$ cat config.mk
export PLATFORM = sky130hd
export DESIGN_NAME = tri_interval_timer
export DESIGN_NICKNAME = d
export VERILOG_FILES = /design/src/rtl/tmr_pkg.sv /design/src/rtl/tmr_prescaler.sv /design/src/rtl/tmr_counter.sv /design/src/rtl/tmr_regs.sv /design/src/rtl/tri_interval_timer.sv
export SDC_FILE = /design/constraint.sdc
export NUM_CORES = 1
export LEC_CHECK = 0
export ABC_AREA = 1
export BUFFER_PORTS_ARGS = -buffer_cell sky130_fd_sc_hd__buf_2
export CAP_MARGIN = 20
export CORE_ASPECT_RATIO = 0.6
export CORE_MARGIN = 10
export CORE_UTILIZATION = 45
export CTS_BUF_LIST = sky130_fd_sc_hd__clkbuf_16
export DETAILED_ROUTE_END_ITERATION = 10
export HOLD_SLACK_MARGIN = 0.03
export PLACE_DENSITY = 0.68
export SYNTH_ARGS = -nofsm -noshare
export SYNTH_HDL_FRONTEND = slang
export SYNTH_SLANG_ARGS = --single-unit
$ cat constraint.sdc
create_clock -name clk -period 6.97 [get_ports clk]
set_input_delay 0.3485 -clock clk [delete_from_list [all_inputs] [get_ports clk]]
set_output_delay 0.3485 -clock clk [all_outputs]
set_load 0.02 [all_outputs]
$ cat src/rtl/tmr_pkg.sv
package tmr_pkg;
  localparam int CNT_W   = 16;
  localparam int PEXP_W  = 4;
  localparam int DATA_W  = 32;
  localparam int ADDR_W  = 8;
  localparam int STEP    = 4;

  // register kind bases for channel 0
  localparam int OFF_CLK = 'h00;
  localparam int OFF_CTL = 'h0C;
  localparam int OFF_VAL = 'h18;
  localparam int OFF_IVL = 'h24;
  localparam int OFF_STS = 'h54;
  localparam int OFF_IEN = 'h60;

  // internal event vector positions
  localparam int EV_IVL = 0;
  localparam int EV_OVF = 1;

  typedef struct packed {
    logic              src_sel;
    logic [PEXP_W-1:0] pexp;
    logic              pre_en;
    logic              stop;
    logic              ivl_mode;
    logic [CNT_W-1:0]  ivl;
    logic [1:0]        ien;
  } chan_cfg_t;
endpackage

$ cat src/rtl/tmr_prescaler.sv
module tmr_prescaler
  import tmr_pkg::*;
(
  input  logic              clk,
  input  logic              rst_n,
  input  logic              src_tick,
  input  logic              run,
  input  logic              pre_en,
  input  logic [PEXP_W-1:0] pexp,
  input  logic              clr,
  output logic              tick
);
  localparam int PH_W = 2 ** PEXP_W;

  logic [PH_W-1:0] ph_q, ph_n;
  logic [PH_W:0]   lim_w;
  logic [PH_W-1:0] lim;
  logic            step;
  logic            term;

  always_comb begin
    lim_w = ({{PH_W{1'b0}}, 1'b1} << ({1'b0, pexp} + 5'd1)) - 1'b1;
    lim   = lim_w[PH_W-1:0];
    step  = run && src_tick;
    term  = (ph_q >= lim);
    tick  = step && (!pre_en || term);
    ph_n  = ph_q;
    if (clr)                 ph_n = '0;
    else if (step && pre_en) ph_n = term ? '0 : ph_q + 1'b1;
  end

  always_ff @(posedge clk or negedge rst_n) begin
    if (!rst_n) ph_q <= '0;
    else        ph_q <= ph_n;
  end


  ph_restart_chk: assert property (@(posedge clk) disable iff (!rst_n)
    clr |=> ph_q == '0);


  ph_hold_chk: assert property (@(posedge clk) disable iff (!rst_n)
    (!run && !clr) |=> $stable(ph_q));
endmodule

$ cat src/rtl/tmr_counter.sv
module tmr_counter
  import tmr_pkg::*;
(
  input  logic             clk,
  input  logic             rst_n,
  input  logic             tick,
  input  logic             clr,
  input  logic             ivl_mode,
  input  logic [CNT_W-1:0] ivl,
  input  logic [1:0]       ien,
  input  logic             rd_clr,
  output logic [CNT_W-1:0] cnt_o,
  output logic [1:0]       sts_o,
  output logic             irq_o
);
  logic [CNT_W-1:0] cnt_q, cnt_n;
  logic [1:0]       sts_q, sts_n;
  logic             irq_q, irq_n;
  logic [1:0]       evt;

  always_comb begin
    cnt_n = cnt_q;
    evt   = '0;
    if (clr) begin
      cnt_n = '0;
    end else if (tick) begin
      if (ivl_mode && cnt_q == ivl) begin
        cnt_n       = '0;
        evt[EV_IVL] = 1'b1;
      end else if (cnt_q == {CNT_W{1'b1}}) begin
        cnt_n       = '0;
        evt[EV_OVF] = 1'b1;
      end else begin
        cnt_n = cnt_q + 1'b1;
      end
    end
    sts_n = (rd_clr ? 2'b00 : sts_q) | evt;
    irq_n = |(sts_n & ien);
  end

  always_ff @(posedge clk or negedge rst_n) begin
    if (!rst_n) begin
      cnt_q <= '0;
      sts_q <= '0;
      irq_q <= 1'b0;
    end else begin
      cnt_q <= cnt_n;
      sts_q <= sts_n;
      irq_q <= irq_n;
    end
  end

  assign cnt_o = cnt_q;
  assign sts_o = sts_q;
  assign irq_o = irq_q;


  ivl_wrap_chk: assert property (@(posedge clk) disable iff (!rst_n)
    evt[EV_IVL] |=> (cnt_q == '0) && sts_q[EV_IVL]);


  evt_survives_clr_chk: assert property (@(posedge clk) disable iff (!rst_n)
    (rd_clr && evt[EV_OVF]) |=> sts_q[EV_OVF]);


  irq_drop_chk: assert property (@(posedge clk) disable iff (!rst_n)
    (rd_clr && evt == 2'b00) |=> !irq_o);


  no_tick_hold_chk: assert property (@(posedge clk) disable iff (!rst_n)
    (!tick && !clr) |=> $stable(cnt_q));
endmodule

$ cat src/rtl/tmr_regs.sv
module tmr_regs
  import tmr_pkg::*;
#(
  parameter int NUM_CH = 3
) (
  input  logic              clk,
  input  logic              rst_n,
  input  logic              wr_i,
  input  logic              rd_i,
  input  logic [ADDR_W-1:0] addr_i,
  input  logic [DATA_W-1:0] wdata_i,
  input  logic [CNT_W-1:0]  cnt_i   [NUM_CH],
  input  logic [1:0]        sts_i   [NUM_CH],
  output chan_cfg_t         cfg_o   [NUM_CH],
  output logic              restart_o [NUM_CH],
  output logic              stsclr_o  [NUM_CH],
  output logic [DATA_W-1:0] rdata_o
);
  chan_cfg_t         cfg_q [NUM_CH];
  chan_cfg_t         cfg_n [NUM_CH];
  logic [DATA_W-1:0] rdata_q, rdata_n;

  function automatic logic hit(input logic [ADDR_W-1:0] a, input int base, input int ch);
    return a == ADDR_W'(base + STEP * ch);
  endfunction

  always_comb begin
    rdata_n = '0;
    for (int c = 0; c < NUM_CH; c++) begin
      cfg_n[c]     = cfg_q[c];
      restart_o[c] = wr_i && hit(addr_i, OFF_CTL, c) && wdata_i[4];
      stsclr_o[c]  = rd_i && hit(addr_i, OFF_STS, c);
      if (wr_i) begin
        if (hit(addr_i, OFF_CLK, c)) begin
          cfg_n[c].pre_en  = wdata_i[0];
          cfg_n[c].pexp    = wdata_i[PEXP_W:1];
          cfg_n[c].src_sel = wdata_i[5];
        end
        if (hit(addr_i, OFF_CTL, c)) begin
          cfg_n[c].stop     = wdata_i[0];
          cfg_n[c].ivl_mode = wdata_i[1];
        end
        if (hit(addr_i, OFF_IVL, c)) cfg_n[c].ivl = wdata_i[CNT_W-1:0];
        if (hit(addr_i, OFF_IEN, c)) cfg_n[c].ien = {wdata_i[4], wdata_i[0]};
      end
      if (rd_i) begin
        if (hit(addr_i, OFF_CLK, c))
          rdata_n = DATA_W'({cfg_q[c].src_sel, cfg_q[c].pexp, cfg_q[c].pre_en});
        if (hit(addr_i, OFF_CTL, c))
          rdata_n = DATA_W'({cfg_q[c].ivl_mode, cfg_q[c].stop});
        if (hit(addr_i, OFF_VAL, c)) rdata_n = DATA_W'(cnt_i[c]);
        if (hit(addr_i, OFF_IVL, c)) rdata_n = DATA_W'(cfg_q[c].ivl);
        if (hit(addr_i, OFF_STS, c))
          rdata_n = DATA_W'({sts_i[c][EV_OVF], 3'b000, sts_i[c][EV_IVL]});
        if (hit(addr_i, OFF_IEN, c))
          rdata_n = DATA_W'({cfg_q[c].ien[1], 3'b000, cfg_q[c].ien[0]});
      end
    end
  end

  always_ff @(posedge clk or negedge rst_n) begin
    if (!rst_n) begin
      for (int c = 0; c < NUM_CH; c++) begin
        cfg_q[c]      <= '0;
        cfg_q[c].stop <= 1'b1;
      end
      rdata_q <= '0;
    end else begin
      for (int c = 0; c < NUM_CH; c++) cfg_q[c] <= cfg_n[c];
      rdata_q <= rdata_n;
    end
  end

  assign cfg_o   = cfg_q;
  assign rdata_o = rdata_q;


  idle_rdata_chk: assert property (@(posedge clk) disable iff (!rst_n)
    !rd_i |=> rdata_o == '0);
endmodule

$ cat src/rtl/tri_interval_timer.sv
module tri_interval_timer
  import tmr_pkg::*;
#(
  parameter int NUM_CH = 3
) (
  input  logic              clk,
  input  logic              rst_n,
  input  logic [1:0]        src_tick_i,
  input  logic              bus_wr_i,
  input  logic              bus_rd_i,
  input  logic [ADDR_W-1:0] bus_addr_i,
  input  logic [DATA_W-1:0] bus_wdata_i,
  output logic [DATA_W-1:0] bus_rdata_o,
  output logic [NUM_CH-1:0] irq_o
);
  chan_cfg_t        cfg     [NUM_CH];
  logic             restart [NUM_CH];
  logic             stsclr  [NUM_CH];
  logic [CNT_W-1:0] cnt     [NUM_CH];
  logic [1:0]       sts     [NUM_CH];

  tmr_regs #(.NUM_CH(NUM_CH)) u_regs (
    .clk       (clk),
    .rst_n     (rst_n),
    .wr_i      (bus_wr_i),
    .rd_i      (bus_rd_i),
    .addr_i    (bus_addr_i),
    .wdata_i   (bus_wdata_i),
    .cnt_i     (cnt),
    .sts_i     (sts),
    .cfg_o     (cfg),
    .restart_o (restart),
    .stsclr_o  (stsclr),
    .rdata_o   (bus_rdata_o)
  );

  for (genvar g = 0; g < NUM_CH; g++) begin : g_ch
    logic base_tick;
    logic tick;

    assign base_tick = src_tick_i[cfg[g].src_sel];

    tmr_prescaler u_pre (
      .clk      (clk),
      .rst_n    (rst_n),
      .src_tick (base_tick),
      .run      (!cfg[g].stop),
      .pre_en   (cfg[g].pre_en),
      .pexp     (cfg[g].pexp),
      .clr      (restart[g]),
      .tick     (tick)
    );

    tmr_counter u_cnt (
      .clk      (clk),
      .rst_n    (rst_n),
      .tick     (tick),
      .clr      (restart[g]),
      .ivl_mode (cfg[g].ivl_mode),
      .ivl      (cfg[g].ivl),
      .ien      (cfg[g].ien),
      .rd_clr   (stsclr[g]),
      .cnt_o    (cnt[g]),
      .sts_o    (sts[g]),
      .irq_o    (irq_o[g])
    );


    stop_hold_chk: assert property (@(posedge clk) disable iff (!rst_n)
      (cfg[g].stop && !restart[g]) |=> $stable(cnt[g]));


    restart_zero_chk: assert property (@(posedge clk) disable iff (!rst_n)
      restart[g] |=> cnt[g] == '0);
  end
endmodule

# Word-level counts from Yosys, hierarchy flattened
# Index checks and enable logic that the tools add are counted.
# classes
n_addsub,12
magnitude_cmp,6
n_eq_ne,23
shifts,3
n_mux,66
bitwise_logic,6
n_reduce_logical,52
# op_table
cell,n
32-bit two-way mux,15
16-bit two-way mux,25
"16-bit by 1-bit adder with 16-bit output, second input constant",6
16-bit == test,3
"16-bit == test, second input constant",3
"8-bit by 7-bit == test with 1-bit output, second input constant",6
16-bit greater-or-equal comparator,3
"1-bit by 5-bit << shifter with 16-bit output, first input constant",3
"16-bit by 1-bit subtractor with 16-bit output, second input constant",3
"8-bit by 5-bit == test with 1-bit output, second input constant",4
"8-bit by 6-bit == test with 1-bit output, second input constant",4
2-bit AND reduction,12
1-bit logical AND,21
2-bit two-way mux,9
"8-bit by 4-bit == test with 1-bit output, second input constant",2
"4-bit by 1-bit adder with 5-bit output, second input constant",3
1-bit two-way mux,15
6-bit two-way mux,2
2-bit nonzero test,6
"8-bit by 3-bit == test with 1-bit output, second input constant",1
8-bit logical NOT,1
2-bit AND,3
1-bit logical NOT,6
"1-bit by 2-bit < comparator with 1-bit output, second input constant",3
3 further kinds,9
# totals
ff_bits,215
wordCells,202

# Longest topological paths before layout
# logic_depth
word_depth,22
ltp_mapped,27
mapped_depth_nobuf,26

# Cells and area by module
# From an unflattened synthesis, not the netlist that was laid out.
# hier_totals
cells_unflattened,2144
hier_area_um2,14546.5
# by_module_without_submodules
mod,instances,cells_each,area_per_inst_um2,seq_area_each_um2
tmr_counter,3,267,1617.8,475.5
tmr_prescaler,3,239,1612.8,400.4
tmr_regs,1,611,4798.4,2356.0
tri_interval_timer,1,15,56.3,0.0

# Worst setup path after synthesis
# OpenSTA, ideal clock, no wires.
# synth_timing
path_type,register -> register
start,"register u_regs.cfg_q, in the netlist u_regs.cfg_o[21]"
end,register g_ch[2].u_cnt.irq_q
setup_ns,0.121
arrival_time_ns,3.182
t_required_ns,6.849
setup_slack_ns,3.667
path_stages_with_launch,28
path_buffers,1
cell_sequence,dfrtp_1 > buf_2 > nor2_1 > inv_1 > nor2_1 > nand2_1 > ha_1 > nand3_2 > a21oi_2 > nand2_1 > a211oi_2 > nand3_1 > nor2_1 > a31oi_1 > a31oi_1 > inv_1 > ha_1 > nand4_1 > inv_1 > a21oi_1 > nand2_1 > a21oi_1 > nand2_1 > nand2_1 > inv_1 > nand3_1 > nand2_1 > a22o_1
# synth_via
elab_chain_cells,11
# synth_rtl
element,line,rtl
start: declaration,tmr_regs.sv:19,chan_cfg_t cfg_q [NUM_CH];
4-bit by 1-bit adder with 5-bit output,tmr_prescaler.sv:22,"lim_w = ({{PH_W{1'b0}}, 1'b1} << ({1'b0, pexp} + 5'd1)) - 1'b1;"
1-bit by 5-bit << shifter with 16-bit output,tmr_prescaler.sv:22,
16-bit by 1-bit subtractor with 16-bit output,tmr_prescaler.sv:22,
16-bit greater-or-equal comparator,tmr_prescaler.sv:25,term = (ph_q >= lim);
1-bit logical OR,tmr_prescaler.sv:26,tick = step && (!pre_en || term);
1-bit logical AND,tmr_prescaler.sv:26,
2-bit two-way mux,tmr_counter.sv:26,end else if (tick) begin
2-bit two-way mux,tmr_counter.sv:24,if (clr) begin
2-bit bitwise OR,tmr_counter.sv:37,sts_n = (rd_clr ? 2'b00 : sts_q) | evt;
net g_ch[2].u_cnt.sts_n[1],tmr_counter.sv:17,"logic [1:0] sts_q, sts_n;"
2-bit AND,tmr_counter.sv:38,irq_n = |(sts_n & ien);
2-bit OR reduction,tmr_counter.sv:38,
net g_ch[2].u_cnt.irq_n,tmr_counter.sv:18,"logic irq_q, irq_n;"
end signal: assignment,tmr_counter.sv:49,irq_q <= irq_n;
end: declaration,tmr_counter.sv:18,
# The timed path passes the listed nets, and every way through them passes these cells.
# A chain may end at the register's enable or synchronous reset.

# Final worst setup path
# layout_timing
start,"register u_regs.cfg_q, in the netlist u_regs.cfg_o[24]"
end,register g_ch[2].u_pre.ph_q[8]
# layout_via
elab_chain_cells,7
# layout_rtl
element,line,rtl
4-bit by 1-bit adder with 5-bit output,tmr_prescaler.sv:22,
1-bit by 5-bit << shifter with 16-bit output,tmr_prescaler.sv:22,
16-bit by 1-bit subtractor with 16-bit output,tmr_prescaler.sv:22,
16-bit greater-or-equal comparator,tmr_prescaler.sv:25,
16-bit two-way mux (2 in series),tmr_prescaler.sv:29,else if (step && pre_en) ph_n = term ? '0 : ph_q + 1'b1;
16-bit two-way mux,tmr_prescaler.sv:28,if (clr) ph_n = '0;
end signal: assignment,tmr_prescaler.sv:34,else ph_q <= ph_n;
end: declaration,tmr_prescaler.sv:15,"logic [PH_W-1:0] ph_q, ph_n;"
# Every way passes these cells. The select of a mux whose other input is x is not followed.

==> impl_metrics.json <==
{
  "pre_cts_ws_ps": 2560,
  "power_density_mw_per_mm2": 235,
  "via_count": 12000,
  "insertedDiodeCount": 0,
  "cts_resized": 0,
  "fillers": 2739,
  "yosysSeqAreaShare_pct": 37.9,
  "fp.coreArea_mm2": 0.0288,
  "swShare_pct": 36.5,
  "cp.depth": 20,
  "synth_top_flop_cell": "dfrtp_1",
  "async_reset_ff_share_pct": 100,
  "hold_buffers": 1,
  "synth_edf_count": 0,
  "leakagePower_nw": 6.65,
  "cp_cell_sequence": "inv_1 > nand2_1 > ha_1 > nand3_2 > a21oi_2 > nand2_1 > a211oi_2 > nand3_1 > nor2_1 > a31oi_1 > a31oi_1 > inv_1 > ha_1 > nand4_1 > inv_1 > a21oi_1 > nand2_1 > a21oi_1 > nand4_1 > o32ai_1",
  "row_count": 48,
  "firstDrtPassIters": 9,
  "reg2reg_depth": 20,
  "hold-worst-slack_ps": 143,
  "wl_mm": 37.4,
  "wl_per_cell_um": 17.3,
  "layout-drive-gt1-share_pct": 9.99,
  "slew_headroom_pct": 26.6,
  "cts_made_buffers": 17,
  "drv_slew": 0,
  "crit_buf_inv": 3,
  "critPathLaunchType": "flop",
  "crit_family": "simple AND/OR/NAND/NOR gates",
  "sequentialPowerShare_pct": 44.8,
  "multi_input_area_mm2": 0.00698,
  "clock-sinks": 199,
  "ys_seq_elements": 199,
  "hp-start": "bus_wdata_i[4]",
  "synth.top_cells.by_area": "dfrtp_1 37%, nand2_1 10%, inv_1 6.6%",
  "dp.final_hpwl_mm": 28.5,
  "cpPeakStageDelay_ps": 590,
  "register_area_mm2": 0.00498,
  "outcome": "completed",
  "finalSetupTns_ps": 0,
  "required_ps": 7310,
  "area.growth.synth_to_final_pct": 8.12,
  "grt_pass1_vias": 11000,
  "period_needed_ps": 4420,
  "syn_area_per_cell_um2": 7.58,
  "finalSetupViolations": 0,
  "grt.total_usage_pct": 20.3,
  "gp_congestion": 1.01,
  "grtUsageMet3_pct": 5.09,
  "r2r-end": "g_ch[2].u_pre.ph_q[8]",
  "cp-startpoint": "u_regs.cfg_o[24]",
  "yosys.cell_types.count": 64,
  "synth_top_area_share_pct": 37.3,
  "r2r_slack_ps": 2550,
  "viasPerCell": 5.56,
  "power_frac_clock_pct": 29.0,
  "portBuffers": 48,
  "p_total_mw": 3.34,
  "hold_class": "primary input to flop",
  "route.detailed.drc": 0,
  "fin_worst_skew_ps": 10.0,
  "insertion_delay_ps": 470,
  "intPower_mw": 2.12,
  "cts_htree_levels": 4,
  "timing.final.crit_share_pct": 63.4,
  "cap_violations": 0,
  "synth-adder-area-share_pct": 5.42,
  "grt_max_degree": 82,
  "post_cts_buffers": 0,
  "yosysWarnings": 0,
  "vdd_drop_max_v": 0.000175,
  "syn_area_mm2": 0.0132,
  "fmax_ghz": 0.226,
  "p_sw_mw": 1.22,
  "setup_ws_ps": 2550,
  "drt_first_iter_violations": 1249,
  "synth_compound_area_share_pct": 15.7,
  "antenna_left": 0,
  "cts_tree": "built",
  "muxShareOfSynthArea_pct": 0,
  "synth_top_family_by_area": "simple AND/OR/NAND/NOR gates",
  "antenna_found_initial": 0,
  "worstReg2RegStart": "u_regs.cfg_o[24]",
  "gr-usage-met2_pct": 27.4,
  "grt_pass1_wl_mm": 59.8,
  "start_util_pct": 45.7,
  "overflow": 0,
  "worstPathMaxFanout": 16,
  "die-area_mm2": 0.0367,
  "synth_xor_area_share_pct": 5.13,
  "globalRoute.busiestLayer": "met1",
  "clk_pin_slew_ps": 70,
  "num-nets-final": 1872,
  "path_class": "flop to flop",
  "worst_pin_slew_ps": 1100,
  "die_x_um": 241,
  "power_frac_comb_pct": 26.1,
  "ios": 81,
  "critPathArrivalTime_ps": 4760,
  "clockRootBuffer": "clkbuf_16",
  "crit_path_top_delay_cell": "dfrtp_1",
  "endpoint_kind": "flop",
  "met1_usage_pct": 31.1,
  "syn_inst": 1736,
  "synth_simple_gate_area_share_pct": 26.2,
  "clockBufferDepth": 2,
  "rsz0062_at_grt": "false",
  "hold_viol_final": 0,
  "cp-endpoint": "g_ch[2].u_pre.ph_q[8]",
  "synth_area_leader_cell": "dfrtp_1",
  "die-height_um": 152
}
## synth_stat cells, types with 7 or more instances
cell	number
nand3_1	59
ha_1	57
clkbuf_1	26
nor3_2	7
o21ai_0	152
nor2_2	16
buf_4	21
a21oi_1	69
a41oi_1	7
xor2_1	60
inv_1	230
a31oi_1	9
xnor2_1	17
or2_2	8
a22oi_1	7
buf_2	12
nor2_1	139
dfrtp_1	196
o21ai_1	16
nand2_1	367
nand4_1	30
nor3_1	46
nor2_4	8
inv_2	19
o22ai_1	48
nor4_1	25
## metrics by stage
step	instances	area, µm²	utilization [%]
6_report	2157	14200	49.5
5_1_grt	2157	14200	49.5
4_1_cts	2156	14200	49.4
3_5_place_dp	2123	13700	47.5
3_3_place_gp	2123	13700	47.5
2_1_floorplan	1756	13200	-
## routing by layer
layer / up-vias / part of all wire [%]
met1: 5681 / 50
met4: 0 / 1.4
met5: - / 0
li1: 5821 / -
met3: 41 / 8.3
met2: 445 / 40
## cell usage in the layout, fill, tap and decap left out, types with 6 or more instances in the layout
| master | n |
|---|---|
| a21oi_1 | 69 |
| a22oi_1 | 7 |
| a31oi_1 | 9 |
| a41oi_1 | 7 |
| buf_2 | 47 |
| clkbuf_16 | 17 |
| conb_1 | 22 |
| dfrtp_1 | 196 |
| ha_1 | 57 |
| inv_1 | 231 |
| inv_2 | 19 |
| nand2_1 | 367 |
| nand2_2 | 6 |
| nand3_1 | 59 |
| nand4_1 | 30 |
| nor2_1 | 139 |
| nor2_2 | 16 |
| nor2_4 | 8 |
| nor3_1 | 46 |
| nor3_2 | 7 |
| nor4_1 | 25 |
| o21ai_0 | 152 |
| o21ai_1 | 16 |
| o22ai_1 | 48 |
| or2_2 | 8 |
| xnor2_1 | 17 |
| xor2_1 | 60 |
## flip-flops by register name (all words and copies together) (netlist names)
signal,count
u_regs.cfg_o,78
g_ch.u_cnt.cnt_o,48
g_ch.u_pre.ph_q,48
u_regs.rdata_o,16
g_ch.u_cnt.sts_o,6
g_ch.u_cnt.irq_o,3
## cells by family (layout without fill, tap and decap cells)
kind of cell / after synthesis / count (layout)
other: 2 / 22
and+or+nand+nor: 740 / 740
xor gates and xnor gates: 77 / 77
adders and majority gates: 57 / 57
buffers and inverters: 310 / 336
DFF: 199 / 199
AOI/OAI and AO/OA: 351 / 351
## power by group through the flow
stage	Combinational [mW]	Sequential (mW)	Clock, mW
CTS	0.858	1.49	0.992
finish	0.873	1.50	0.970
floorplan	0.668	1.45	0
detailed placement	0.851	1.51	0
global route	0.985	1.52	1.04
global placement	0.820	1.51	0
## worst min path at each step
stage          cells past startpoint  slack (ps)                endpoint
6_report                           3         140         u_regs.cfg_o[1]
4_1_cts                            3         130         u_regs.cfg_o[1]
5_1_grt                            3         150         u_regs.cfg_o[1]
3_3_place_gp                       1         440   g_ch[1].u_pre.ph_q[5]
3_5_place_dp                       1         440   g_ch[1].u_pre.ph_q[4]
2_1_floorplan                      0          50  g_ch[0].u_cnt.cnt_o[0]
## cell type report
type	count	share of cell area [%]
Multi-Input combinational cell	1247	49.1
Sequential cell	199	35.0
Inverter	250	6.61
Tap cell	375	3.30
Timing Repair Buffer	54	2.11
Clock buffer	17	2.99
Clock inverter	15	0.897
## worst register-to-register path: cells and delay by family, from the launching register on
| family | cells | cell delay (ps) |
|---|---|---|
| AOI/OAI and AO/OA | 7 | 1410 |
| adders and majority gates | 2 | 500 |
| buffers and inverters | 3 | 350 |
| DFF | 1 | 590 |
| and+or+nand+nor | 8 | 1460 |
Power figures use the tool's default switching activity.
